[src/rtl/pwm_evt_irq.sv]
module pwm_evt_irq #(
  parameter int CW  = 12,
  parameter int NCH = 8,
  localparam int SW = $clog2(NCH)
) (
  input  logic           clk,
  input  logic           rst_n,
  input  logic [CW-1:0]  cnt,
  input  logic [CW-1:0]  period,
  input  logic           center_mode,
  input  logic           cnt_down,
  input  logic [NCH-1:0] ch_lvl,
  input  logic [SW-1:0]  ch_sel,
  input  logic [1:0]     evt_type,
  input  logic           flt_pin_evt,
  input  logic           adc_cmp_evt,
  input  logic           pwm_clr,
  input  logic           flt_clr,
  input  logic           pwm_irq_en,
  input  logic           flt_irq_en,
  output logic           pwm_flag,
  output logic           flt_flag,
  output logic           pwm_irq,
  output logic           flt_irq
);

  logic [NCH-1:0] lvl_q;
  logic           primed;
  logic           pwm_set;

  wire now_lvl  = ch_lvl[ch_sel];
  wire prev_lvl = lvl_q[ch_sel];
  wire rise     = primed & now_lvl & ~prev_lvl;
  wire fall     = primed & ~now_lvl & prev_lvl;
  wire mid_pt   = center_mode & ~cnt_down & (cnt == period);
  wire end_pt   = center_mode & cnt_down & (cnt == '0);
  wire flt_set  = flt_pin_evt | adc_cmp_evt;

  always_comb begin
    case (evt_type)
      2'b00:   pwm_set = fall;
      2'b01:   pwm_set = rise;
      2'b10:   pwm_set = mid_pt;
      default: pwm_set = end_pt;
    endcase
  end

  always_ff @(posedge clk or negedge rst_n) begin
    if (!rst_n) begin
      lvl_q    <= '0;
      primed   <= 1'b0;
      pwm_flag <= 1'b0;
      flt_flag <= 1'b0;
    end else begin
      lvl_q    <= ch_lvl;
      primed   <= 1'b1;
      pwm_flag <= pwm_set | (pwm_flag & ~pwm_clr);
      flt_flag <= flt_set | (flt_flag & ~flt_clr);
    end
  end

  assign pwm_irq = pwm_flag & pwm_irq_en;
  assign flt_irq = flt_flag & flt_irq_en;

endmodule


[config.mk]
export PLATFORM = sky130hd
export DESIGN_NAME = pwm_evt_irq
export DESIGN_NICKNAME = d
export VERILOG_FILES = /design/src/rtl/pwm_evt_irq.sv
export SDC_FILE = /design/constraint.sdc
export NUM_CORES = 1
export LEC_CHECK = 0
export ABC_AREA = 1
export CAP_MARGIN = 40
export CELL_PAD_IN_SITES_DETAIL_PLACEMENT = 1
export CELL_PAD_IN_SITES_GLOBAL_PLACEMENT = 1
export CORE_ASPECT_RATIO = 0.7
export CORE_UTILIZATION = 25
export DETAILED_ROUTE_END_ITERATION = 8
export PLACE_DENSITY = 0.92
export SYNTH_ARGS = -nofsm -noshare
export SYNTH_HDL_FRONTEND = slang
export SYNTH_SLANG_ARGS = --single-unit
[constraint.sdc]
create_clock -name clk -period 2.5 [get_ports clk]
set_input_delay 0.5 -clock clk [delete_from_list [all_inputs] [get_ports clk]]
set_output_delay 0.5 -clock clk [all_outputs]
set_load 0.03 [all_outputs]
==> impl_metrics.toml <==
[floorplanning]
io_pins = 51
core_um2 = 3170
die_y_um = 50.5
rows = 17
start_util_pct = 26.5
dieWidth_um = 71.3
dieArea_um2 = 3600

[synthesis]
synth.avg_cell_area_um2 = 6.31
yosysSeqAreaShare_pct = 32.8
synthCells = 133
async_reset_ff_share_pct = 100
post-synth-top-count-cell = "nand2_1"
ys_ff_latch = 11
yosys-top-cells-area = "dfrtp_1 33%, nand2_1 16%, nand3_1 11%"
synthFlopType = "dfrtp_1"
post-synth-top-area-cell = "dfrtp_1"
synthTopCellsByCount = "36 x nand2_1, 24 x inv_1, 18 x nand3_1"
synth-edff-count = 0
synth_warnings = 0
yosysTopAreaCellShare_pct = 32.8
syn_nets = 180
synth_cell_types = 19
syn_area_um2 = 840

[sta]
setup_viol_count_final = 0
setup_tns_ns = 0
hold_viol_final = 0
setup_ws_ns = 0.264
slew_viol_final = 0
period_share_pct = 89.4
fin_skew_ns = 0.00171
period_minus_slack_ns = 2.24
rsz0062_at_grt = "false"
fmax_mhz = 447

[power_and_ir_drop]
p_leak_nw = 0.711
peakVddDrop_uv = 215
p_per_area_nw_per_um2 = 381

[clock_network]
clock_sinks = 11
cts_resized = 0
htree_levels = 1
path_clk_slew_ns = 0.05
cts_setup_buffers = 0
hold_buffers = 0
cts_tree = "yes"
cts_buffers = 3
cts_root_buf = "clkbuf_8"
clockBufferDepth = 2
clk_latency_ns = 0.24

[critical_path]
slowest_delay_ns = 0.66
worstPathCellList = "clkdlybuf4s50_1 > nand2_1 > inv_1 > clkdlybuf4s50_1"
worstReg2RegStart = "lvl_q[1]"
crit_required_ns = 2.00
cp_slowest_cell = "clkdlybuf4s50_1"
path_delay_family = "buffers and inverters"
cp-start-kind = "primary input"
critical_path.most_common_cell = "clkdlybuf4s50_1"
path_class = "primary input to output port"
cp-startpoint = "flt_irq_en"
end_kind = "output port"
cp.arrival_ns = 1.74
worst-path-buf-inv = 3
crit_path_max_fanout = 1

[placed_design]
dp.cells = 220
hpwl_um = 2290
place_ws_ns = 0.259
place_area_um2 = 1380
gp_congestion = 0.754
portBuffers = 50

[global_route]
grt_pass1_wl_um = 4260
globalRouteMet2Util_pct = 27.0
grt_usage_pct = 15.6
grt_use_met1_pct = 19.2
use_met3_pct = 3.82
overflow = 0
antenna_found_initial = 0
grt_max_degree = 12
busiest_layer = "met2"
grt_pass1_vias = 999

[cells_and_area]
syn2layout_area_growth_pct = 69.3
multi_input_area_um2 = 422
drive_above_1_share_pct = 8.06
diodes = 0
fin_cells = 224
nets = 234
num-fill-cells = 409
final_area_um2 = 1420
regArea_um2 = 275

[route]
drc = 0
drt-pass1-iter-count = 4
antenna_left = 0
wl_um = 2550
vias = 963
drt_iter0_drc = 8
routed_via_density = 4.30
wl_per_cell_um = 11.4

[status]
status = "finished, final reports clean"

[hold_path]
holdCritPathClass = "flop to flop"
hold_path.startpoint = "flt_flag"

[job]
maxCapViolations = 0
-- cells in the final DEF, fill, tap and decap left out --
| cell | Yosys | layout |
|---|---|---|
| conb_1 | 1 | 1 |
| o21ai_0 | 1 | 1 |
| xor2_1 | 5 | 5 |
| a22oi_1 | 1 | 1 |
| nand2_1 | 36 | 36 |
| nand3_2 | 1 | 1 |
| nand3_1 | 18 | 18 |
| nor3_1 | 1 | 1 |
| clkinv_1 | 1 | 1 |
| nor3b_1 | 1 | 1 |
| inv_8 | 1 | 1 |
| clkbuf_1 | 0 | 1 |
| inv_2 | 7 | 7 |
| nand4_1 | 2 | 2 |
| dfrtp_1 | 11 | 11 |
| inv_1 | 24 | 24 |
| nand2_2 | 3 | 3 |
| clkdlybuf4s50_1 | 0 | 50 |
| nor2_1 | 15 | 15 |
| xnor2_1 | 3 | 3 |
| clkbuf_8 | 0 | 3 |
-- flip-flops by register name (all words and copies together), names as in the netlist --
name / flops
pwm_flag: 1
lvl_q: 8
primed: 1
flt_flag: 1
-- power breakdown --
group / switching (mW) / total, mW / internal [mW]
combinational: 0.0744 / 0.173 / 0.0985
clock: 0.0648 / 0.177 / 0.112
sequential: 0.00420 / 0.192 / 0.188
-- metrics by stage --
step           power (mW)  utilization, %  hold WS [ns]
2_1_floorplan       0.263               -         0.204
3_3_place_gp        0.363            43.4         0.561
3_5_place_dp        0.370            43.4         0.564
4_1_cts             0.550            44.8         0.573
5_1_grt             0.578            44.8         0.618
6_report            0.542            44.8         0.556
-- kinds of logic (layout without fill, tap and decap cells) --
kind of cell | count (synthesis) | count (layout) | synth area share, %
buffers and inverters | 34 | 87 | 17.0
DFF | 11 | 11 | 32.8
xor gates and xnor gates | 8 | 8 | 8.35
and+or+nand+nor | 77 | 77 | 39.9
AOI/OAI and AO/OA | 2 | 2 | 1.49
other | 1 | 1 | 0.447
-- worst min-delay path: cells and delay by family, from the launching register on --
kind	cells	cell delay [ns]
DFF	1	0.39
buffers and inverters	1	0.06
AOI/OAI and AO/OA	1	0.06
-- cell type report --
type,count,area share [%]
flip-flops and latches,11,19.4
multi-input cells,88,29.7
repair buffers,50,35.2
clock buffers,4,3.17
inverters,33,9.24
well taps,38,3.35
-- per-layer routing --
layer  share of wire (%)  up-vias
met5                   0        -
met2                  51       21
met3                 3.9        4
met4                 1.2        0
li1                    -      501
met1                  43      437
-- final timing paths --
check                                 to  slack, ns  depth (start not counted)
worst max-delay path             flt_irq       0.26                          4
worst min-delay path            flt_flag       0.56                          2
worst max register to register  pwm_flag       1.46                          8
worst min register to register  flt_flag       0.56                          2
max in group asynchronous       lvl_q[2]       1.58                          1
min in group asynchronous       lvl_q[7]       0.59                          1
Note: power is estimated with default switching activity, not from simulation.
